`src/rtl/scp_pkg.sv`:
```
// Shared constants for the serial control port.
// Assumes: reset levels of the synchronized pins match an idle host.
package scp_pkg;
    localparam logic IDLE_CS   = 1'b1;
    localparam logic IDLE_DCLK = 1'b0;
    localparam logic IDLE_DATA = 1'b0;
endpackage

```
`src/rtl/scp_sync.sv`:
```
// Multi-bit synchronizer chain. Each bit is synchronized on its own, and
// each bit has its own reset value.
// Assumes: inputs are slow compared with clk (data clock period >= 12 clk).
module scp_sync #(
    parameter int W      = 3,
    parameter int STAGES = 2
) (
    input  logic         clk,
    input  logic         rst_n,
    input  logic [W-1:0] rst_val,
    input  logic [W-1:0] d,
    output logic [W-1:0] q
);
    logic [W-1:0] chain [STAGES];

    generate
        for (genvar s = 0; s < STAGES; s++) begin : g_stage
            // Stage s: copy the previous stage, or the raw input for stage 0.
            always_ff @(posedge clk) begin
                if (!rst_n) chain[s] <= rst_val;
                else if (s == 0) chain[s] <= d;
                else chain[s] <= chain[(s == 0) ? 0 : s-1];
            end
        end
    endgenerate

    assign q = chain[STAGES-1];
endmodule

```
`src/rtl/scp_rx.sv`:
```
// Receive shifter: builds MSB-first bytes from data bits sampled on the
// rising data clock edge, and strobes each completed byte for one cycle.
// Assumes: rise is a single-cycle event, already gated by select.
module scp_rx #(
    parameter int DATA_W = 8
) (
    input  logic              clk,
    input  logic              rst_n,
    input  logic              cs_act,
    input  logic              rise,
    input  logic              din,
    output logic              byte_valid,
    output logic [DATA_W-1:0] byte_out
);
    localparam int BIT_W = (DATA_W > 1) ? $clog2(DATA_W) : 1;
    localparam logic [BIT_W-1:0] LAST_BIT = BIT_W'(DATA_W - 1);

    logic [BIT_W-1:0]  bit_cnt;
    logic [DATA_W-1:0] shreg;

    // Shift bits in and count them. Clear while select is idle.
    always_ff @(posedge clk) begin
        if (!rst_n || !cs_act) begin
            bit_cnt <= '0;
            shreg   <= '0;
        end else if (rise) begin
            shreg   <= {shreg[DATA_W-2:0], din};
            bit_cnt <= (bit_cnt == LAST_BIT) ? '0 : bit_cnt + 1'b1;
        end
    end

    // Present the completed byte with a one-cycle strobe.
    always_ff @(posedge clk) begin
        if (!rst_n) begin
            byte_valid <= 1'b0;
            byte_out   <= '0;
        end else begin
            byte_valid <= cs_act && rise && (bit_cnt == LAST_BIT);
            if (cs_act && rise && (bit_cnt == LAST_BIT))
                byte_out <= {shreg[DATA_W-2:0], din};
        end
    end
endmodule

```
`src/rtl/scp_tx.sv`:
```
// Transmit shifter: once loaded, drives one byte MSB first, a new bit on
// each falling data clock edge, and enables the pin for that byte only.
// Assumes: fall is a single-cycle event, already gated by select.
module scp_tx #(
    parameter int DATA_W = 8
) (
    input  logic              clk,
    input  logic              rst_n,
    input  logic              cs_act,
    input  logic              fall,
    input  logic              tx_load,
    input  logic [DATA_W-1:0] tx_byte,
    output logic              dio_out,
    output logic              dio_oe
);
    localparam int LEFT_W = (DATA_W > 1) ? $clog2(DATA_W) : 1;

    logic [DATA_W-1:0] tx_sh;
    logic              pending;
    logic [LEFT_W-1:0] bits_left;

    // Load, shift out and release the pin. Select idle aborts everything.
    always_ff @(posedge clk) begin
        if (!rst_n || !cs_act) begin
            tx_sh     <= '0;
            pending   <= 1'b0;
            bits_left <= '0;
            dio_out   <= 1'b0;
            dio_oe    <= 1'b0;
        end else if (tx_load) begin
            tx_sh   <= tx_byte;
            pending <= 1'b1;
            dio_oe  <= 1'b0;
        end else if (fall) begin
            if (pending) begin
                dio_out   <= tx_sh[DATA_W-1];
                tx_sh     <= tx_sh << 1;
                dio_oe    <= 1'b1;
                pending   <= 1'b0;
                bits_left <= LEFT_W'(DATA_W - 1);
            end else if (dio_oe) begin
                if (bits_left == '0) begin
                    dio_oe  <= 1'b0;
                    dio_out <= 1'b0;
                end else begin
                    dio_out   <= tx_sh[DATA_W-1];
                    tx_sh     <= tx_sh << 1;
                    bits_left <= bits_left - 1'b1;
                end
            end
        end
    end
endmodule

```
`src/rtl/scp_hold.sv`:
```
// Select-held timer: counts rising data clock edges while select is low.
// The count saturates at the limit. When select is released after the
// limit was reached, one reset pulse is issued.
// Assumes: rise is a single-cycle event, already gated by select.
module scp_hold #(
    parameter int RST_CYCLES = 16,
    parameter int CNT_W      = $clog2(RST_CYCLES + 1)
) (
    input  logic             clk,
    input  logic             rst_n,
    input  logic             cs_act,
    input  logic             rise,
    output logic             rst_req,
    output logic [CNT_W-1:0] low_cnt
);
    localparam logic [CNT_W-1:0] LIMIT = CNT_W'(RST_CYCLES);

    logic cs_prev;

    // Saturating count of data clocks while select is low.
    always_ff @(posedge clk) begin
        if (!rst_n || !cs_act) low_cnt <= '0;
        else if (rise && low_cnt != LIMIT) low_cnt <= low_cnt + 1'b1;
    end

    // Detect select release and decide on the reset pulse.
    always_ff @(posedge clk) begin
        if (!rst_n) begin
            cs_prev <= 1'b0;
            rst_req <= 1'b0;
        end else begin
            cs_prev <= cs_act;
            rst_req <= cs_prev && !cs_act && (low_cnt >= LIMIT);
        end
    end
endmodule

```
`src/rtl/scp_port.sv`:
```
// Serial control port top: synchronizes the host pins, finds the data
// clock edges, and drives the receive, transmit and held-select logic.
// Assumes: the data clock is at least 12 times slower than clk.
module scp_port #(
    parameter int DATA_W      = 8,
    parameter int RST_CYCLES  = 16,
    parameter int SYNC_STAGES = 2
) (
    input  logic              clk,
    input  logic              rst_n,
    input  logic              cs_n,
    input  logic              dclk,
    input  logic              dio_in,
    input  logic              tx_load,
    input  logic [DATA_W-1:0] tx_byte,
    output logic              dio_out,
    output logic              dio_oe,
    output logic              byte_valid,
    output logic [DATA_W-1:0] byte_out,
    output logic              rst_req
);
    import scp_pkg::*;
    localparam int CNT_W = $clog2(RST_CYCLES + 1);

    logic [2:0]       pins_s;
    logic             cs_s, dclk_s, din_s, dclk_d;
    logic             cs_act, rise, fall;
    logic [CNT_W-1:0] low_cnt;

    scp_sync #(.W(3), .STAGES(SYNC_STAGES)) u_sync (
        .clk    (clk),
        .rst_n  (rst_n),
        .rst_val({IDLE_CS, IDLE_DCLK, IDLE_DATA}),
        .d      ({cs_n, dclk, dio_in}),
        .q      (pins_s)
    );
    assign {cs_s, dclk_s, din_s} = pins_s;

    // Delay the synchronized data clock by one cycle for edge detection.
    always_ff @(posedge clk) begin
        if (!rst_n) dclk_d <= IDLE_DCLK;
        else dclk_d <= dclk_s;
    end

    assign cs_act = !cs_s;
    assign rise   = cs_act && dclk_s && !dclk_d;
    assign fall   = cs_act && !dclk_s && dclk_d;

    scp_rx #(.DATA_W(DATA_W)) u_rx (
        .clk(clk), .rst_n(rst_n), .cs_act(cs_act), .rise(rise), .din(din_s),
        .byte_valid(byte_valid), .byte_out(byte_out)
    );

    scp_tx #(.DATA_W(DATA_W)) u_tx (
        .clk(clk), .rst_n(rst_n), .cs_act(cs_act), .fall(fall),
        .tx_load(tx_load), .tx_byte(tx_byte),
        .dio_out(dio_out), .dio_oe(dio_oe)
    );

    scp_hold #(.RST_CYCLES(RST_CYCLES), .CNT_W(CNT_W)) u_hold (
        .clk(clk), .rst_n(rst_n), .cs_act(cs_act), .rise(rise),
        .rst_req(rst_req), .low_cnt(low_cnt)
    );
endmodule

```
`config.mk`:
```
export PLATFORM = sky130hd
export DESIGN_NAME = scp_port
export DESIGN_NICKNAME = d
export VERILOG_FILES = /design/src/rtl/scp_pkg.sv /design/src/rtl/scp_sync.sv /design/src/rtl/scp_rx.sv /design/src/rtl/scp_tx.sv /design/src/rtl/scp_hold.sv /design/src/rtl/scp_port.sv
export SDC_FILE = /design/constraint.sdc
export NUM_CORES = 1
export LEC_CHECK = 0
export BUFFER_PORTS_ARGS = -buffer_cell sky130_fd_sc_hd__buf_4
export CAP_MARGIN = 15
export CORE_UTILIZATION = 28
export DETAILED_ROUTE_END_ITERATION = 8
export PLACE_DENSITY = 0.46
export SETUP_SLACK_MARGIN = 0.3
export SYNTH_ARGS = -nofsm -noshare
export SYNTH_HDL_FRONTEND = slang
export SYNTH_SLANG_ARGS = --single-unit
```
`constraint.sdc`:
```
create_clock -name clk -period 3.3 [get_ports clk]
set_input_delay 0.66 -clock clk [delete_from_list [all_inputs] [get_ports clk]]
set_output_delay 0.66 -clock clk [all_outputs]
set_load 0.005 [all_outputs]
```
==> run_results.csv <==
group,metric,value,unit
run_status,outcome,"finished with violations",
run_status,violations,"design-rule violations",
synth,synth_top_area_share,49.8,%
cells_and_area,nFillCells,676,
clock_tree,cts_tree,"done",
placed_design,gp_congestion,0.779,
clock_tree,cts_made_buffers,5,
cells_and_area,areaGrowthSynthToFinish,18.6,%
worst_setup_path,critPathMaxFanout,13,
sta,fin_tns_setup,0,ns
clock_tree,cts-root-buf,"clkbuf_8",
synth,synth_edf_count,0,
sta,tightest_slew,0.591,ns
grt,grt_pass1_vias,1393,
synth,synthCells,215,
cells_and_area,final_nets,259,
placed_design,dpl.hpwl,2560,um
detailed_routing,drt-total-wl,3750,um
sta,slew_headroom,60.6,%
hold_path,whs_endpoint,"u_sync.chain[1][2]$_SDFF_PN1_",
detailed_routing,via_per_inst,4.68,
detailed_routing,drtIter0Drc,82,
sta,setup_viol,0,
synth,synthTopCellsByArea,"dfxtp_1 (50%), nand2_1 (8.9%), a21oi_1 (4.5%)",
detailed_routing,dr.pass1.iters,6,
sta,fin_crit_sh,49.4,%
placed_design,dp_slack,1.53,ns
sta,max_freq,0.613,GHz
floorplanning,placeableCoreArea,6420,um2
cells_and_area,antenna_cells,0,
worst_setup_path,cp.required,3.49,ns
sta,rsz0062_at_grt,"false",
floorplanning,start_util,29.4,%
cells_and_area,drive_gt1_share,15.4,%
cells_and_area,regArea,941,um2
synth,synthesis.area,1890,um2
synth,yosysMostFrequentCell,"dfxtp_1",
floorplanning,die_area,7080,um2
grt,grt_use_total,11.7,%
sta,fin_crit,1.63,ns
placed_design,portBuffers,25,
clock_tree,clock_path_buffers,2,
grt,grt_overflow_total,0,
floorplanning,die_h,84.1,um
worst_setup_path,r2r-end,"u_tx.tx_sh[1]$_SDFFE_PP0P_",
worst_setup_path,cpMaxStageDelayCell,"dfxtp_1",
worst_setup_path,max_stage_delay,0.37,ns
clock_tree,clk_pin_slew_worst_paths,0.09,ns
sta,setup_ws,1.67,ns
worst_setup_path,end_kind,"flip-flop",
detailed_routing,antenna_left,0,
clock_tree,h-tree-depth,2,
power_and_ir_drop,vdd_drop_max,0.185,mV
clock_tree,post_cts_buffers,0,
detailed_routing,route.detailed.drc,6,
run,drv_cap,0,
worst_setup_path,start_kind,"flip-flop",
sta,hold_violations,0,
worst_setup_path,r2r-start,"u_tx.bits_left[0]$_SDFFE_PP0P_",
clock_tree,clk_latency,0.30,ns
grt,grt_pass1_wl,6480,um
detailed_routing,wl_per_cell,11.8,um
floorplanning,fp.dieW,84.1,um
grt,antenna_found_initial,0,
synth,ys_seq_elements,47,
synth,synthTopCellsByCount,"dfxtp_1 (47), nand2_1 (45), a21oi_1 (17), nand3_1 (12), nor2_1 (10)",
floorplanning,ioPinCount,26,
hold_path,holdCritStartpoint,"u_sync.chain[0][2]$_SDFF_PN1_",
sta,drv_slew,0,
power_and_ir_drop,leakagePower,0.000864,uW
synth,async_flop_share,0,%
detailed_routing,dr_total_vias,1484,
clock_tree,post_cts_resized,0,
synth,yosys_warnings,0,
floorplanning,rows,29,
cells_and_area,multiInputGateArea,883,um2
synth,yosysSeqAreaShare,49.8,%
synth,yosysUniqueCellTypes,37,
synth,synth_flop_cell,"dfxtp_1",
clock_tree,holdBufCountCts,0,
hold_path,holdCritPathClass,"reg -> reg",
worst_setup_path,rr_worst_depth,6,
synth,synth_area_per_cell,8.78,um2
clock_tree,cts_sinks,47,
synth,yosysTopAreaCell,"dfxtp_1",
sta,fin_skew,0.00887,ns
hold_path,hold_path_depth,1,
worst_setup_path,worstSetupPathType,"reg -> reg",
synth,syn_nets,235,
grt,grt_max_degree,23,
worst_setup_path,cp.arrival,1.82,ns
power_and_ir_drop,p_per_area,439,nW/um2
worst_setup_path,reg2reg_slack,1.67,ns
worst_setup_path,crit_chain,"inv_1 > ha_1 > nand2b_1 > a21o_1 > nand2_1 > a221o_1",
## stage by stage
stage	util, %	instance area (um2)	power [uW]	cells	hold slack [ns]
CTS	34.9	2240	1010	317	0.419
finish	34.9	2240	984	317	0.419
global route	34.9	2240	1030	317	0.443
floorplan	-	1890	605	215	0.386
detailed placement	33.3	2140	624	309	0.393
global placement	33.3	2140	625	309	0.388
## where the power goes
group / switching [uW] / internal (uW)
registers: 3.95 / 572
clock network: 182 / 191
logic: 17.6 / 16.8
## state kept, by name, summed over array words and instances (netlist names)
| name | flops |
|---|---|
| u_rx.byte_out | 8 |
| u_tx.tx_sh | 8 |
| u_rx.shreg | 7 |
| u_sync.chain | 6 |
| u_hold.low_cnt | 5 |
| u_rx.bit_cnt | 3 |
| u_tx.bits_left | 3 |
| dclk_d | 1 |
| u_hold.cs_prev | 1 |
| u_hold.rst_req | 1 |
| u_rx.byte_valid | 1 |
| u_tx.dio_oe | 1 |
| u_tx.dio_out | 1 |
| u_tx.pending | 1 |
## placed cells by master (no fill, tap or decap), drive strengths merged, types with 2 or more instances in the layout
cell	n
a21oi	17
a211oi	2
and2	8
clkbuf	8
ha	6
nor3	4
o2111ai	2
o21ai	6
buf	26
nand2b	5
a21boi	8
inv	6
and3	7
nor4	2
nand2	45
nand3	12
dfxtp	47
nand4	2
xor2	3
nor2	10
## kinds of logic (layout without fill, tap and decap cells)
group                    Yosys count  after routing  synth area share [%]
AO/OA/AOI/OAI                     39             39                  12.8
XOR/XNOR                           4              4                  1.86
adder cells (fa/ha/maj)            6              6                  3.98
buffers and inverters             15             40                  3.38
flip-flops                        47             47                  49.8
multiplexers                       1              1                 0.530
AND/OR/NAND/NOR                  103            103                  27.6
## cell type report
type | count | share of cell area, %
Sequential cell | 47 | 42.0
Inverter | 6 | 1.01
Timing Repair Buffer | 26 | 8.72
Clock buffer | 8 | 4.47
Multi-Input combinational cell | 153 | 39.5
Tap cell | 77 | 4.30
## layer usage
metal | track usage [%] | vias up | wire length, um
li1 | - | 780 | -
met1 | 14.6 | 651 | 1810
met2 | 18.3 | 46 | 1630
met3 | 3.56 | 7 | 241
met4 | 5.80 | 0 | 68
met5 | 0 | - | 0
## critical path: cells and delay by family, from the launching register on
family,cells,cell delay [ns]
adders and majority gates,1,0.19
DFF,1,0.37
buffers and inverters,1,0.07
AOI/OAI and AO/OA,2,0.67
and+or+nand+nor,2,0.24
## worst max path at each step
| stage | start | to | slack, ns | cells after the start |
|---|---|---|---|---|
| finish | u_tx.bits_left[0]$_SDFFE_PP0P_ | u_tx.tx_sh[1]$_SDFFE_PP0P_ | 1.67 | 6 |
| global route | u_tx.bits_left[0]$_SDFFE_PP0P_ | u_tx.tx_sh[1]$_SDFFE_PP0P_ | 1.49 | 6 |
| CTS | u_sync.chain[1][1]$_SDFF_PN0_ | u_hold.low_cnt[1]$_SDFFE_PP0P_ | 1.67 | 4 |
| detailed placement | rst_n | u_tx.tx_sh[1]$_SDFFE_PP0P_ | 1.53 | 5 |
| global placement | rst_n | u_tx.tx_sh[1]$_SDFFE_PP0P_ | 1.56 | 5 |
| floorplan | tx_load | u_tx.bits_left[2]$_SDFFE_PP0P_ | 1.81 | 4 |
Note: power is estimated with default switching activity, not from simulation.
